`src/rtl/dual_lane_pkg.sv`:
```
`timescale 1ns/1ps
package dual_lane_pkg;
  typedef enum logic {
    FMT_OFFSET = 1'b0,
    FMT_TWOS   = 1'b1
  } code_fmt_e;
endpackage

```
`src/rtl/pair_delay.sv`:
```
`timescale 1ns/1ps
module pair_delay #(
  parameter int W     = 10,
  parameter int DEPTH = 5
) (
  input  logic         clk,
  input  logic         rst_n,
  input  logic         in_valid,
  input  logic [W-1:0] in_a,
  input  logic [W-1:0] in_b,
  output logic         out_valid,
  output logic [W-1:0] out_a,
  output logic [W-1:0] out_b
);
  localparam int LAST = DEPTH - 1;

  logic [DEPTH-1:0]        vld;
  logic [DEPTH-1:0][W-1:0] sa;
  logic [DEPTH-1:0][W-1:0] sb;

  // stage 0 is the capture register; both lanes are taken at the same edge
  for (genvar i = 0; i < DEPTH; i++) begin : g_stage
    if (i == 0) begin : g_head
      always_ff @(posedge clk or negedge rst_n) begin
        if (!rst_n) begin
          vld[0] <= 1'b0;
          sa[0]  <= '0;
          sb[0]  <= '0;
        end else begin
          vld[0] <= in_valid;
          sa[0]  <= in_a;
          sb[0]  <= in_b;
        end
      end
    end else begin : g_body
      always_ff @(posedge clk or negedge rst_n) begin
        if (!rst_n) begin
          vld[i] <= 1'b0;
          sa[i]  <= '0;
          sb[i]  <= '0;
        end else begin
          vld[i] <= vld[i-1];
          sa[i]  <= sa[i-1];
          sb[i]  <= sb[i-1];
        end
      end
    end
  end

  assign out_valid = vld[LAST];
  assign out_a     = sa[LAST];
  assign out_b     = sb[LAST];
endmodule

```
`src/rtl/word_coder.sv`:
```
`timescale 1ns/1ps
module word_coder
  import dual_lane_pkg::*;
#(
  parameter int W = 10
) (
  input  logic [W-1:0] raw,
  input  code_fmt_e    mode,
  output logic [W-1:0] coded
);
  localparam int MSB = W - 1;

  always_comb begin
    coded      = raw;
    coded[MSB] = raw[MSB] ^ (mode == FMT_TWOS);
  end
endmodule

```
`src/rtl/dual_edge_bus.sv`:
```
`timescale 1ns/1ps
module dual_edge_bus #(
  parameter int W = 10
) (
  input  logic         clk,
  input  logic         rst_n,
  input  logic         load,
  input  logic [W-1:0] a_in,
  input  logic [W-1:0] b_in,
  input  logic         oe_in,
  output logic [W-1:0] bus_word,
  output logic         lane_is_a,
  output logic         bus_drive
);
  logic [W-1:0] a_q, b_hold, b_q;
  logic         live, oe_q;
  logic         rise_ph, fall_ph;

  // rising-edge side: lane A word, staged lane B word, format and enable together
  always_ff @(posedge clk or negedge rst_n) begin
    if (!rst_n) begin
      a_q     <= '0;
      b_hold  <= '0;
      live    <= 1'b0;
      oe_q    <= 1'b0;
      rise_ph <= 1'b0;
    end else begin
      rise_ph <= ~rise_ph;
      oe_q    <= oe_in;
      if (load) begin
        a_q    <= a_in;
        b_hold <= b_in;
        live   <= 1'b1;
      end
    end
  end

  // falling-edge side: lane B word moves out half a cycle later
  always_ff @(negedge clk or negedge rst_n) begin
    if (!rst_n) begin
      b_q     <= '0;
      fall_ph <= 1'b0;
    end else begin
      b_q     <= b_hold;
      fall_ph <= rise_ph;
    end
  end

  // phases differ after a rising edge and agree after a falling edge
  logic high_phase;
  assign high_phase = rise_ph ^ fall_ph;
  assign lane_is_a  = live & high_phase;
  assign bus_word   = high_phase ? a_q : b_q;
  assign bus_drive  = oe_q;

  // flag is low just before each rising edge
  p_lane_low_before_rise_r4 : assert property (
    @(posedge clk) disable iff (!rst_n) !lane_is_a
  );
  // flag is high just before each falling edge once data flows
  p_lane_high_before_fall_r4 : assert property (
    @(negedge clk) disable iff (!rst_n) live |-> lane_is_a
  );
  // idle outputs stay zero until the first pair arrives
  p_idle_outputs_zero_r6 : assert property (
    @(negedge clk) disable iff (!rst_n) !live |-> (bus_word == '0 && !lane_is_a)
  );
  // once data has appeared the block never returns to the idle state
  p_live_sticky_r6 : assert property (
    @(posedge clk) disable iff (!rst_n) live |=> live
  );
endmodule

```
`src/rtl/dual_lane_bus_mux.sv`:
```
`timescale 1ns/1ps
module dual_lane_bus_mux
  import dual_lane_pkg::*;
#(
  parameter int W   = 10,
  parameter int LAT = 5
) (
  input  logic         clk,
  input  logic         rst_n,
  input  logic [W-1:0] a_word,
  input  logic [W-1:0] b_word,
  input  logic         pair_valid,
  input  logic         twos_sel,
  input  logic         out_en,
  output logic [W-1:0] bus_word,
  output logic         lane_is_a,
  output logic         bus_drive
);
  // capture edge plus LAT-1 shift stages; the output stage adds the last cycle
  localparam int DEPTH = LAT;

  logic         d_valid;
  logic [W-1:0] d_a, d_b, c_a, c_b;
  code_fmt_e    mode;

  assign mode = code_fmt_e'(twos_sel);

  pair_delay #(.W(W), .DEPTH(DEPTH)) u_delay (
    .clk       (clk),
    .rst_n     (rst_n),
    .in_valid  (pair_valid),
    .in_a      (a_word),
    .in_b      (b_word),
    .out_valid (d_valid),
    .out_a     (d_a),
    .out_b     (d_b)
  );

  word_coder #(.W(W)) u_code_a (.raw(d_a), .mode(mode), .coded(c_a));
  word_coder #(.W(W)) u_code_b (.raw(d_b), .mode(mode), .coded(c_b));

  dual_edge_bus #(.W(W)) u_bus (
    .clk       (clk),
    .rst_n     (rst_n),
    .load      (d_valid),
    .a_in      (c_a),
    .b_in      (c_b),
    .oe_in     (out_en),
    .bus_word  (bus_word),
    .lane_is_a (lane_is_a),
    .bus_drive (bus_drive)
  );
endmodule

```
`config.mk`:
```
export PLATFORM = sky130hd
export DESIGN_NAME = dual_lane_bus_mux
export DESIGN_NICKNAME = d
export VERILOG_FILES = /design/src/rtl/dual_lane_pkg.sv /design/src/rtl/pair_delay.sv /design/src/rtl/word_coder.sv /design/src/rtl/dual_edge_bus.sv /design/src/rtl/dual_lane_bus_mux.sv
export SDC_FILE = /design/constraint.sdc
export NUM_CORES = 1
export LEC_CHECK = 0
export BUFFER_PORTS_ARGS = -buffer_cell sky130_fd_sc_hd__buf_2
export CAP_MARGIN = 15
export CELL_PAD_IN_SITES_DETAIL_PLACEMENT = 2
export CELL_PAD_IN_SITES_GLOBAL_PLACEMENT = 2
export CORE_ASPECT_RATIO = 0.75
export CORE_UTILIZATION = 47
export DETAILED_ROUTE_END_ITERATION = 10
export PLACE_DENSITY = 0.78
export SLEW_MARGIN = 30
export SYNTH_ARGS = -nofsm -noshare
export SYNTH_HDL_FRONTEND = slang
export SYNTH_HIERARCHICAL = 1
export SYNTH_SLANG_ARGS = --single-unit
```
`constraint.sdc`:
```
create_clock -name clk -period 3.5 [get_ports clk]
set_input_delay 0.35 -clock clk [delete_from_list [all_inputs] [get_ports clk]]
set_output_delay 0.35 -clock clk [all_outputs]
set_load 0.03 [all_outputs]
```
== Yosys cells after proc, flatten, opt, wreduce, memory -nomap -nowiden ==
Index checks and enable logic that the tools add are counted.

* Flip-flop bits (word level): 139
* Output and inout port bits: 12
* Input bits: 25

* Multiplexer cells: 1
* Bitwise gates (word level): 5

{| class="wikitable"
|+ Operators with widths
! operator !! count
|-
| two-way mux 10 bit || 1
|-
| XOR 1 bit || 3
|-
| AND 1 bit || 1
|-
| NOT 1 bit || 1
|}

== Depth between registers and ports, before layout ==
* Word-level depth: 2
* Depth in mapped cells: 3
* Depth with buffers taken out: 2

== By module ==
Netlist, hierarchy kept.

{| class="wikitable"
|+ Modules (own cells, without submodules)
! module !! area an instance (sq um) !! sequential area each (sq um) !! instances !! cells an instance
|-
| pair_delay || 2777.7 || 2627.5 || 1 || 125
|-
| dual_edge_bus || 1268.7 || 850.8 || 1 || 71
|-
| word_coder || 76.3 || 0.0 || 2 || 10
|}

==> impl_metrics.env <==
export IMPL_cts_inserted_buffers=17
export IMPL_syn_num_nets=241
export IMPL_root_buffer="clkbuf_16"
export IMPL_port_buffers=36
export IMPL_slew_viol_final=0
export IMPL_cts_tree="built"
export IMPL_grt_max_degree=59
export IMPL_place_hpwl_um=3250
export IMPL_sw_frac_of_total=0.198
export IMPL_combPwrFrac=0.041
export IMPL_hold_viol=0
export IMPL_setup_ws_ps=-265
export IMPL_rsz0062_at_grt="true"
export IMPL_p_leak_nw=2.31
export IMPL_grt_ovfl_total=0
export IMPL_ant_nets=0
export IMPL_total_power_mw=3.76
export IMPL_rows=29
export IMPL_diodes=0
export IMPL_dr_wl_met2_um=3510
export IMPL_die_h_um=83.9
export IMPL_clock_sinks=139
export IMPL_worstPathRequired_ps=3150
export IMPL_yosys_register_bits=139
export IMPL_syn_instance_count=216
export IMPL_synth_compound_area_frac=0
export IMPL_holdCritPathClass="input port to register"
export IMPL_endpoint_kind="output pin"
export IMPL_core_um2=8560
export IMPL_avgSynthCellArea_um2=19.4
export IMPL_synth_area_um2=4200
export IMPL_violations="design-rule violations, negative setup slack"
export IMPL_ys_warnings_count=6
export IMPL_final_cells=359
export IMPL_slew_headroom=0.412
export IMPL_die_area_um2=9320
export IMPL_p_sw_uw=743
export IMPL_grt_pass1_wl_um=10500
export IMPL_utilization=0.583
export IMPL_vias=1614
export IMPL_wl_met3_um=247
export IMPL_ys_seq_area_frac=0.828
export IMPL_drv_cap=0
export IMPL_clkLatencyLatePin_ps=400
export IMPL_cp_data_arrival_time_ps=3410
export IMPL_slowest_delay_ps=480
export IMPL_cts_max_level=4
export IMPL_wl_met1_um=2400
export IMPL_antenna_found_initial=0
export IMPL_route_detailed_drc=2
export IMPL_start_kind="register"
export IMPL_peakVddDrop_mv=0.482
export IMPL_synth_fa_ha_area_frac=0
export IMPL_grt_pass1_vias=1979
export IMPL_dpl_cell_count=324
export IMPL_io_pin_count=37
export IMPL_pwr_share_seq=0.466
export IMPL_groute_usage_overall=0.162
export IMPL_synth_area_leader_cell="dfrtp_1"
export IMPL_dieWidth_um=111
export IMPL_wl_per_cell_um=17.2
export IMPL_firstDrtPassIters=6
export IMPL_clk_pin_slew_ps=60
export IMPL_p_per_area_nw_per_um2=752
export IMPL_top_layer="met4"
export IMPL_worstPathMaxFanout=8
export IMPL_start_util=0.490
export IMPL_cts_buffer_depth=2
export IMPL_crit_chain="xnor2_4 > buf_12 > mux2_4 > buf_6"
export IMPL_pwr_share_clk=0.493
export IMPL_finalSetupViolCount=10
export IMPL_synth_cell_types=12
export IMPL_fin_nets=263
export IMPL_synth_top_family_by_area="multiplexers"
export IMPL_worstMarginPinSlew_ps=882
export IMPL_drive_gt1_frac=0.414
export IMPL_viasPerCell=4.50
export IMPL_status="complete, but fails checks"
export IMPL_wirelength_um=6180
export IMPL_synth_mux_area_frac=0.0885
export IMPL_synth_xor_area_share=0.00626
export IMPL_synth_area_leaders="dfrtp_1 76%, buf_4 6.8%, dfrtn_1 6.6%"
export IMPL_p_int_mw=3.02
export IMPL_synth_top_cell_area_share=0.763
export IMPL_crit_slowest_cell="dfrtn_1"
export IMPL_routabilityCongestion=0.652
export IMPL_area_growth_pct=19.0
export IMPL_drt_first_iter_violations=32
export IMPL_synth_simple_area_share=0.00298
export IMPL_fin_skew_ps=22.6
export IMPL_path_class="register to output pin"
## registers in the layout, summed over array words and instances (netlist names)
signal,flops
u_bus/fall_ph,1
u_bus/rise_ph,1
u_bus/bus_drive,1
u_delay/out_valid,1
u_bus/live,1
u_bus/a_q,10
u_delay/vld,4
u_bus/b_q,10
u_bus/b_hold,10
u_delay/sb,40
u_delay/out_a,10
u_delay/out_b,10
u_delay/sa,40
## cells by family after synthesis
logic type / Yosys count
muxes: 30
and+or+nand+nor: 2
buffers and inverters: 42
xor gates and xnor gates: 3
DFF: 139
## layout make-up
cell class | count | area [um2]
multi-input cells | 35 | 429
clock buffers | 26 | 519
flip-flops and latches | 139 | 3480
well taps | 108 | 135
repair buffers | 44 | 323
clock inverters | 6 | 108
fillers | 697 | 3570
inverters | 1 | 3.75
## cells in the final DEF, fill, tap and decap left out
master / Yosys / layout
xnor2_4: 0 / 1
bufinv_16: 0 / 3
clkbuf_8: 0 / 6
clkinvlp_4: 0 / 1
dlygate4sd3_1: 0 / 1
mux2_4: 9 / 9
or2_2: 1 / 1
dfrtn_1: 11 / 11
dfrtp_1: 128 / 128
buf_4: 38 / 8
mux2_2: 21 / 21
clkbuf_1: 0 / 3
clkbuf_16: 0 / 17
clkinv_2: 0 / 2
inv_1: 1 / 1
buf_2: 2 / 24
nor2b_1: 1 / 1
buf_6: 1 / 10
buf_12: 0 / 1
xor2_1: 2 / 2
## Yosys cell counts, drive strengths merged
cell     n
mux2    30
or2      1
nor2b    1
buf     41
dfrtp  128
xnor2    1
inv      1
dfrtn   11
xor2     2
## power groups by stage
stage	Sequential, mW	Clock (mW)	Combinational (mW)
final	1.75	1.85	0.153
after CTS	1.75	1.91	0.158
after global routing	1.76	1.97	0.166
after detailed placement	1.78	0	0.137
after floorplan	1.76	0	0.104
after global placement	1.77	0	0.131
## path summary, 6_finish.rpt
path                           startpoint  slack, ps  cells after the start        endpoint
hold / removal                  b_word[8]         50                      1   u_delay/sb[8]
min in group asynchronous           rst_n        460                      2  u_delay/sb[19]
hold reg to reg            u_delay/vld[2]        350                      0  u_delay/vld[3]
setup / recovery            u_bus/fall_ph       -260                      4     bus_word[9]
max in group asynchronous           rst_n        960                      2    u_bus/b_q[6]
setup reg to reg            u_bus/rise_ph       1090                      0   u_bus/fall_ph
## routing by layer
metal / vias to the layer above / global-route usage
met5: - / 0
met4: 0 / 0.0700
met3: 5 / 0.0755
met2: 32 / 0.276
met1: 876 / 0.175
li1: 701 / -
## critical path: cells and delay by family, from the launching register on
kind | cells | cell delay (ps)
buffers and inverters | 2 | 320
flip-flops | 1 | 480
multiplexers | 1 | 310
XOR/XNOR | 1 | 160
## timing repair
item                                   4_1_cts  5_1_grt
hold buffers                                 1        0
endpoints found under the hold margin       43        0
resized for setup                           20        2
pin swaps                                    1        1
setup endpoints to repair                   10       11
setup buffers                                1        1
## through the flow
step | setup WS [ps] | hold slack (ps) | setup TNS, ps | cell area [um2]
floorplan | 314 | 54.4 | 0 | 4200
global placement | 118 | 331 | 0 | 4270
detailed placement | 68.9 | 336 | 0 | 4270
CTS | -313 | 18.5 | -2850 | 4990
global route | -344 | 18.7 | -3310 | 5000
finish | -265 | 45.1 | -2510 | 5000
(Power assumes the default switching activity.)
